--- src/rtl/csvd_pkg.sv ---
package csvd_pkg;

  typedef enum logic [1:0] {
    ST_WAIT_HS = 2'd0,
    ST_ARMED   = 2'd1,
    ST_EQ      = 2'd2,
    ST_VS      = 2'd3
  } vdet_state_e;

  // Both the output length and the fallback delay are multiples of one reference count.
  function automatic int unsigned ref_span(input int unsigned ref_cyc, input int unsigned mult);
    return ref_cyc * mult;
  endfunction

  function automatic int unsigned max2(input int unsigned a, input int unsigned b);
    return (a > b) ? a : b;
  endfunction

  // Enough bits to hold the limit plus one saturation step.
  function automatic int unsigned cnt_width(input int unsigned limit);
    return $clog2(limit + 2);
  endfunction

endpackage

--- src/rtl/csvd_edge.sv ---
module csvd_edge #(
  parameter int unsigned CW = 11
) (
  input  logic          clk,
  input  logic          rst,
  input  logic          csync_n_i,
  output logic          fall_evt,
  output logic          rise_evt,
  output logic [CW-1:0] low_cnt,
  output logic [CW-1:0] period_q
);
  localparam logic [CW-1:0] ONE = CW'(1);

  logic          samp_q;
  logic          prev_q;
  logic [CW-1:0] per_cnt;

  function automatic logic [CW-1:0] bump(input logic [CW-1:0] v);
    return (&v) ? v : v + ONE;
  endfunction

  assign fall_evt = prev_q & ~samp_q;
  assign rise_evt = ~prev_q & samp_q;

  always_ff @(posedge clk) begin
    if (rst) begin
      samp_q   <= 1'b1;
      prev_q   <= 1'b1;
      low_cnt  <= '0;
      per_cnt  <= '1;
      period_q <= '1;
    end else begin
      samp_q <= csync_n_i;
      prev_q <= samp_q;
      if (fall_evt) begin
        low_cnt  <= ONE;
        per_cnt  <= ONE;
        period_q <= per_cnt;
      end else begin
        if (!samp_q) low_cnt <= bump(low_cnt);
        per_cnt <= bump(per_cnt);
      end
    end
  end


  low_run_nonzero_chk: assert property (@(posedge clk) disable iff (rst)
    rise_evt |-> (low_cnt != '0));

endmodule

--- src/rtl/csvd_class.sv ---
module csvd_class #(
  parameter int unsigned CW         = 11,
  parameter int unsigned NARROW_MAX = 64,
  parameter int unsigned WIDE_MIN   = 160,
  parameter int unsigned HALF_MAX   = 480
) (
  input  logic          clk,
  input  logic          rst,
  input  logic          rise_evt,
  input  logic [CW-1:0] low_cnt,
  input  logic [CW-1:0] period_q,
  output logic          eq_evt,
  output logic          hs_evt,
  output logic          ser_evt,
  output logic [CW-1:0] eq_age
);
  localparam logic [CW-1:0] ONE = CW'(1);

  logic is_narrow;
  logic is_wide;
  logic is_half;

  assign is_narrow = low_cnt < CW'(NARROW_MAX);
  assign is_wide   = low_cnt > CW'(WIDE_MIN);
  assign is_half   = period_q < CW'(HALF_MAX);

  assign eq_evt  = rise_evt & is_narrow & is_half;
  assign hs_evt  = rise_evt & is_narrow & ~is_half;
  assign ser_evt = rise_evt & is_wide;

  // Age since the falling edge of the newest equalizing pulse.
  always_ff @(posedge clk) begin
    if (rst) begin
      eq_age <= '1;
    end else if (eq_evt) begin
      eq_age <= low_cnt + ONE;
    end else if (!(&eq_age)) begin
      eq_age <= eq_age + ONE;
    end
  end


  pulse_kind_chk: assert property (@(posedge clk) disable iff (rst)
    $onehot0({eq_evt, hs_evt, ser_evt}));

endmodule

--- src/rtl/csvd_seq.sv ---
module csvd_seq
  import csvd_pkg::*;
#(
  parameter int unsigned CW      = 11,
  parameter int unsigned VS_LEN  = 1920,
  parameter int unsigned TIMEOUT = 620
) (
  input  logic          clk,
  input  logic          rst,
  input  logic          eq_evt,
  input  logic          hs_evt,
  input  logic          ser_evt,
  input  logic [CW-1:0] eq_age,
  output logic          vs_n_o,
  output logic          vs_start_o
);
  localparam logic [CW-1:0] ONE = CW'(1);

  vdet_state_e   state_q;
  vdet_state_e   state_d;
  logic [CW-1:0] vs_cnt_q;
  logic          vs_n_q;
  logic          vs_start_q;
  logic          timeout_evt;
  logic          start_evt;
  logic          vs_done;

  assign timeout_evt = (state_q == ST_EQ) && (eq_age == CW'(TIMEOUT));
  assign start_evt   = (state_q == ST_EQ) && (ser_evt || timeout_evt);
  assign vs_done     = (state_q == ST_VS) && (vs_cnt_q == CW'(VS_LEN));

  always_comb begin
    state_d = state_q;
    unique case (state_q)
      ST_WAIT_HS: if (hs_evt) state_d = ST_ARMED;
      ST_ARMED:   if (eq_evt) state_d = ST_EQ;
      ST_EQ: begin
        if (start_evt)   state_d = ST_VS;
        else if (hs_evt) state_d = ST_ARMED;
      end
      ST_VS:      if (vs_done) state_d = ST_WAIT_HS;
      default:    state_d = ST_WAIT_HS;
    endcase
  end

  always_ff @(posedge clk) begin
    if (rst) begin
      state_q    <= ST_WAIT_HS;
      vs_cnt_q   <= '0;
      vs_n_q     <= 1'b1;
      vs_start_q <= 1'b0;
    end else begin
      state_q    <= state_d;
      vs_start_q <= start_evt;
      if (start_evt) begin
        vs_cnt_q <= ONE;
        vs_n_q   <= 1'b0;
      end else if (vs_done) begin
        vs_n_q <= 1'b1;
      end else if (state_q == ST_VS) begin
        vs_cnt_q <= vs_cnt_q + ONE;
      end
    end
  end

  assign vs_n_o     = vs_n_q;
  assign vs_start_o = vs_start_q;


  vs_width_chk: assert property (@(posedge clk) disable iff (rst)
    $rose(vs_n_q) |-> ($past(vs_cnt_q) == CW'(VS_LEN)));


  start_cause_chk: assert property (@(posedge clk) disable iff (rst)
    vs_start_q |-> ($past(ser_evt) || ($past(eq_age) == CW'(TIMEOUT))));


  rearm_needs_hs_chk: assert property (@(posedge clk) disable iff (rst)
    $rose(state_q == ST_ARMED) |-> $past(hs_evt));


  no_start_unarmed_chk: assert property (@(posedge clk) disable iff (rst)
    (ser_evt && state_q == ST_ARMED) |=> vs_n_q);

endmodule

--- src/rtl/csync_vdet.sv ---
module csync_vdet
  import csvd_pkg::*;
#(
  parameter int unsigned NARROW_MAX = 64,
  parameter int unsigned WIDE_MIN   = 160,
  parameter int unsigned HALF_MAX   = 480,
  parameter int unsigned REF_CYC    = 20,
  parameter int unsigned VS_MULT    = 96,
  parameter int unsigned TO_MULT    = 31
) (
  input  logic clk,
  input  logic rst,
  input  logic csync_n_i,
  output logic vsync_n_o,
  output logic vsync_start_o
);
  localparam int unsigned VS_LEN  = ref_span(REF_CYC, VS_MULT);
  localparam int unsigned TIMEOUT = ref_span(REF_CYC, TO_MULT);
  localparam int unsigned LIMIT   = max2(max2(VS_LEN, TIMEOUT), max2(HALF_MAX, WIDE_MIN + 1));
  localparam int unsigned CW      = cnt_width(LIMIT);

  logic          fall_evt;
  logic          rise_evt;
  logic [CW-1:0] low_cnt;
  logic [CW-1:0] period_q;
  logic          eq_evt;
  logic          hs_evt;
  logic          ser_evt;
  logic [CW-1:0] eq_age;

  csvd_edge #(.CW(CW)) u_edge (
    .clk       (clk),
    .rst       (rst),
    .csync_n_i (csync_n_i),
    .fall_evt  (fall_evt),
    .rise_evt  (rise_evt),
    .low_cnt   (low_cnt),
    .period_q  (period_q)
  );

  csvd_class #(
    .CW         (CW),
    .NARROW_MAX (NARROW_MAX),
    .WIDE_MIN   (WIDE_MIN),
    .HALF_MAX   (HALF_MAX)
  ) u_class (
    .clk      (clk),
    .rst      (rst),
    .rise_evt (rise_evt),
    .low_cnt  (low_cnt),
    .period_q (period_q),
    .eq_evt   (eq_evt),
    .hs_evt   (hs_evt),
    .ser_evt  (ser_evt),
    .eq_age   (eq_age)
  );

  csvd_seq #(
    .CW      (CW),
    .VS_LEN  (VS_LEN),
    .TIMEOUT (TIMEOUT)
  ) u_seq (
    .clk        (clk),
    .rst        (rst),
    .eq_evt     (eq_evt),
    .hs_evt     (hs_evt),
    .ser_evt    (ser_evt),
    .eq_age     (eq_age),
    .vs_n_o     (vsync_n_o),
    .vs_start_o (vsync_start_o)
  );


  strobe_align_chk: assert property (@(posedge clk) disable iff (rst)
    $fell(vsync_n_o) |-> vsync_start_o);


  strobe_single_chk: assert property (@(posedge clk) disable iff (rst)
    vsync_start_o |=> !vsync_start_o);


  reset_idle_chk: assert property (@(posedge clk)
    $past(rst) |-> (vsync_n_o && !vsync_start_o));

endmodule

--- config.mk ---
export PLATFORM = sky130hd
export DESIGN_NAME = csync_vdet
export DESIGN_NICKNAME = d
export VERILOG_FILES = /design/src/rtl/csvd_pkg.sv /design/src/rtl/csvd_edge.sv /design/src/rtl/csvd_class.sv /design/src/rtl/csvd_seq.sv /design/src/rtl/csync_vdet.sv
export SDC_FILE = /design/constraint.sdc
export NUM_CORES = 1
export LEC_CHECK = 0
export BUFFER_PORTS_ARGS = -buffer_cell sky130_fd_sc_hd__buf_2
export CORE_MARGIN = 2
export CORE_UTILIZATION = 55
export CTS_CLUSTER_SIZE = 14
export DETAILED_ROUTE_END_ITERATION = 16
export HOLD_SLACK_MARGIN = 0.02
export PLACE_DENSITY = 0.73
export SLEW_MARGIN = 20
export SYNTH_ARGS = -nofsm -noshare
export SYNTH_HDL_FRONTEND = slang
export SYNTH_SLANG_ARGS = --single-unit
--- constraint.sdc ---
create_clock -name clk -period 2.5 [get_ports clk]
set_input_delay 0 -clock clk [delete_from_list [all_inputs] [get_ports clk]]
set_output_delay 0 -clock clk [all_outputs]
set_load 0.01 [all_outputs]
==> results_dict.tcl <==
set metrics [dict create \
    io_pins 5 \
    drc 0 \
    status "completed" \
    postCtsSetupBuffers 0 \
    grt_pass1_wl_um 10400 \
    cts_made_buffers 5 \
    seq_area_frac_synth_pct 39.1 \
    start_kind "register" \
    hold_depth 2 \
    cts-root-buf "clkbuf_8" \
    cts_resized 0 \
    slew_headroom_pct 63.1 \
    diodes 0 \
    dp_cells 399 \
    cts.sinks 56 \
    reg2reg_slack_ps 300 \
    postCtsHoldBufs 1 \
    dpl.hpwl_um 4200 \
    synth_cells 338 \
    required_ps 2760 \
    drt_wl_total_um 5940 \
    synth_area_per_cell_um2 8.48 \
    hold_class "in -> reg" \
    initialDrtViolationCount 152 \
    io_buffers 4 \
    initial_core_util_pct 56.5 \
    finClkSkew_ps 11.2 \
    antenna_found_initial 0 \
    arrival_ps 2460 \
    nets 347 \
    min-delay-start "rst" \
    hold_viol_final 0 \
    wl_per_cell_um 14.6 \
    min_period_over_period_pct 88.0 \
    grt_pass1_vias 2230 \
    rows 26 \
    ir_worst_vdd_v 0.000480 \
    finalSetupTns_ps 0 \
    path_clk_slew_ps 110 \
    max_freq_ghz 0.454 \
    syn-cell-area_mm2 0.00287 \
    clockBufferDepth 2 \
    maxSlewViolCount 0 \
    synth_edf_count 0 \
    h-tree-depth 2 \
    yosys_warnings 0 \
    die_height_um 76.2 \
    p_leak_nw 1.10 \
    hold_path_end "u_seq.state_q[1]" \
    overflow 0 \
    design.core.area_mm2 0.00507 \
    grt.total_usage_pct 21.6 \
    postPlaceCellArea_mm2 0.00292 \
    finalNonFillerCells 408 \
    period_minus_slack_ps 2200 \
    via_per_inst 6.01 \
    maxCapViolations 0 \
    critPathKind "reg -> reg" \
    die_area_mm2 0.00580 \
    clock_latency_ps 320 \
    layout-drive-gt1-share_pct 8.58 \
    area_delta_synth_final_pct 5.76 \
    crit_fanout 10 \
    rsz0062_at_grt "no" \
    cp-end-kind "register" \
    reg2reg_from "u_edge.low_cnt[0]" \
    grt_max_degree 27 \
    cts_tree "yes" \
    worstMarginPinSlew_ps 540 \
    powerDensity_mw_per_mm2 752 \
    synth.distinct_cells 52 \
    die_x_um 76.2 \
    yosys_register_bits 56 \
    r2r-end "u_seq.vs_cnt_q[2]" \
    ant_nets 0 \
    vias 2451 \
    postLayoutCellArea_mm2 0.00303 \
    dr.pass1.iters 5 \
    finalSetupViolCount 0 \
    gp_congestion 0.851 \
    reg2regPathDepth 6 \
    ys.flop_type "dfxtp_1" \
    syn_nets 348 \
    synthArstFlopShare_pct 0 \
]
## cells by family (layout without fill, tap and decap cells)
logic type | Yosys count | after routing | share of synthesized area [%]
compound gates | 67 | 67 | 15.8
fa+ha+maj | 7 | 7 | 3.06
xor+xnor | 25 | 25 | 7.64
buf+inv | 27 | 27 | 4.23
simple gates | 153 | 153 | 29.2
mux | 3 | 3 | 1.05
flops | 56 | 56 | 39.1
## synthesized netlist by cell type (4+ instances only)
master / instances / area share (%)
o31ai_1: 4 / 1.0
xnor2_1: 13 / 4.0
dfxtp_1: 56 / 39
or2_2: 5 / 1.1
buf_2: 4 / 0.70
o211ai_1: 4 / 1.0
a31oi_1: 9 / 2.0
or3_1: 4 / 0.87
a211oi_1: 4 / 1.0
nand3_1: 20 / 3.5
clkbuf_1: 11 / 1.4
ha_1: 7 / 3.1
or4_1: 4 / 1.0
nand2_1: 27 / 3.5
and4_1: 6 / 1.8
nor3_1: 12 / 2.1
xor2_1: 12 / 3.7
nor4_1: 5 / 1.1
o21ai_0: 19 / 3.3
and3_1: 4 / 0.87
nand4_1: 16 / 3.5
a21oi_1: 9 / 1.6
nor2_1: 30 / 3.9
inv_1: 9 / 1.2
## cells in the final DEF, fill, tap and decap left out, types with 12 or more instances in the layout
master	n
o21ai_0	19
xor2_1	12
nand3_1	20
dfxtp_1	56
nor3_1	12
nand4_1	16
nor2_1	30
nand2_1	27
xnor2_1	13
## registers in the layout (all words and copies together), names as in the netlist
register          count
u_class.eq_age       11
u_edge.low_cnt       11
u_edge.per_cnt       11
u_seq.vs_cnt_q       11
u_edge.period_q       6
u_seq.state_q         2
u_edge.prev_q         1
u_edge.samp_q         1
u_seq.vs_n_o          1
u_seq.vs_start_o      1
## power breakdown
part | switching, mW | total [mW] | internal, mW
Combinational | 0.336 | 0.616 | 0.280
Clock | 0.318 | 0.550 | 0.232
Sequential | 0.123 | 1.11 | 0.991
## layout make-up
type,instances,area (µm²)
Clock inverter,2,18.8
Sequential cell,56,1120
Multi-Input combinational cell,255,1620
Tap cell,70,87.6
Clock buffer,6,82.6
Inverter,10,37.5
Timing Repair Buffer,9,60.1
Fill cell,497,2040
## worst max-delay path, cell delays in order, from the launching register on
cell	delay, ps
dfxtp_1	360
inv_1	130
ha_1	150
or4b_2	580
a311oi_1	450
o211ai_2	290
a21oi_1	180
## worst max-delay path by stage
| stage | startpoint | end | slack (ps) | cells after the start |
|---|---|---|---|---|
| after floorplan | u_edge.low_cnt[6] | u_class.eq_age[5] | 540 | 6 |
| after global placement | u_edge.low_cnt[0] | u_seq.vs_cnt_q[2] | 420 | 6 |
| after detailed placement | u_edge.low_cnt[0] | u_seq.vs_cnt_q[1] | 340 | 6 |
| after CTS | u_edge.low_cnt[0] | u_seq.vs_cnt_q[1] | 300 | 6 |
| after global routing | u_edge.low_cnt[0] | u_seq.vs_cnt_q[2] | 90 | 6 |
| final | u_edge.low_cnt[0] | u_seq.vs_cnt_q[2] | 300 | 6 |
## per-layer routing
metal  routed length [µm]  vias up  GRT usage (%)
li1                     -     1241              -
met4                   69        0           6.91
met5                    0        -              0
met2                 2760       37           33.8
met3                  166        6           3.67
met1                 2940     1167           30.6
## metrics by stage
step	setup WS, ps	hold slack (ps)	utilization (%)	power, mW
3_5_place_dp	335	202	57.5	1.74
2_1_floorplan	543	91.5	-	1.60
6_report	299	49.9	59.7	2.28
3_3_place_gp	420	198	57.5	1.74
4_1_cts	297	32.8	59.7	2.29
5_1_grt	91.9	42.0	59.7	2.43
Note: power is estimated with default switching activity, not from simulation.
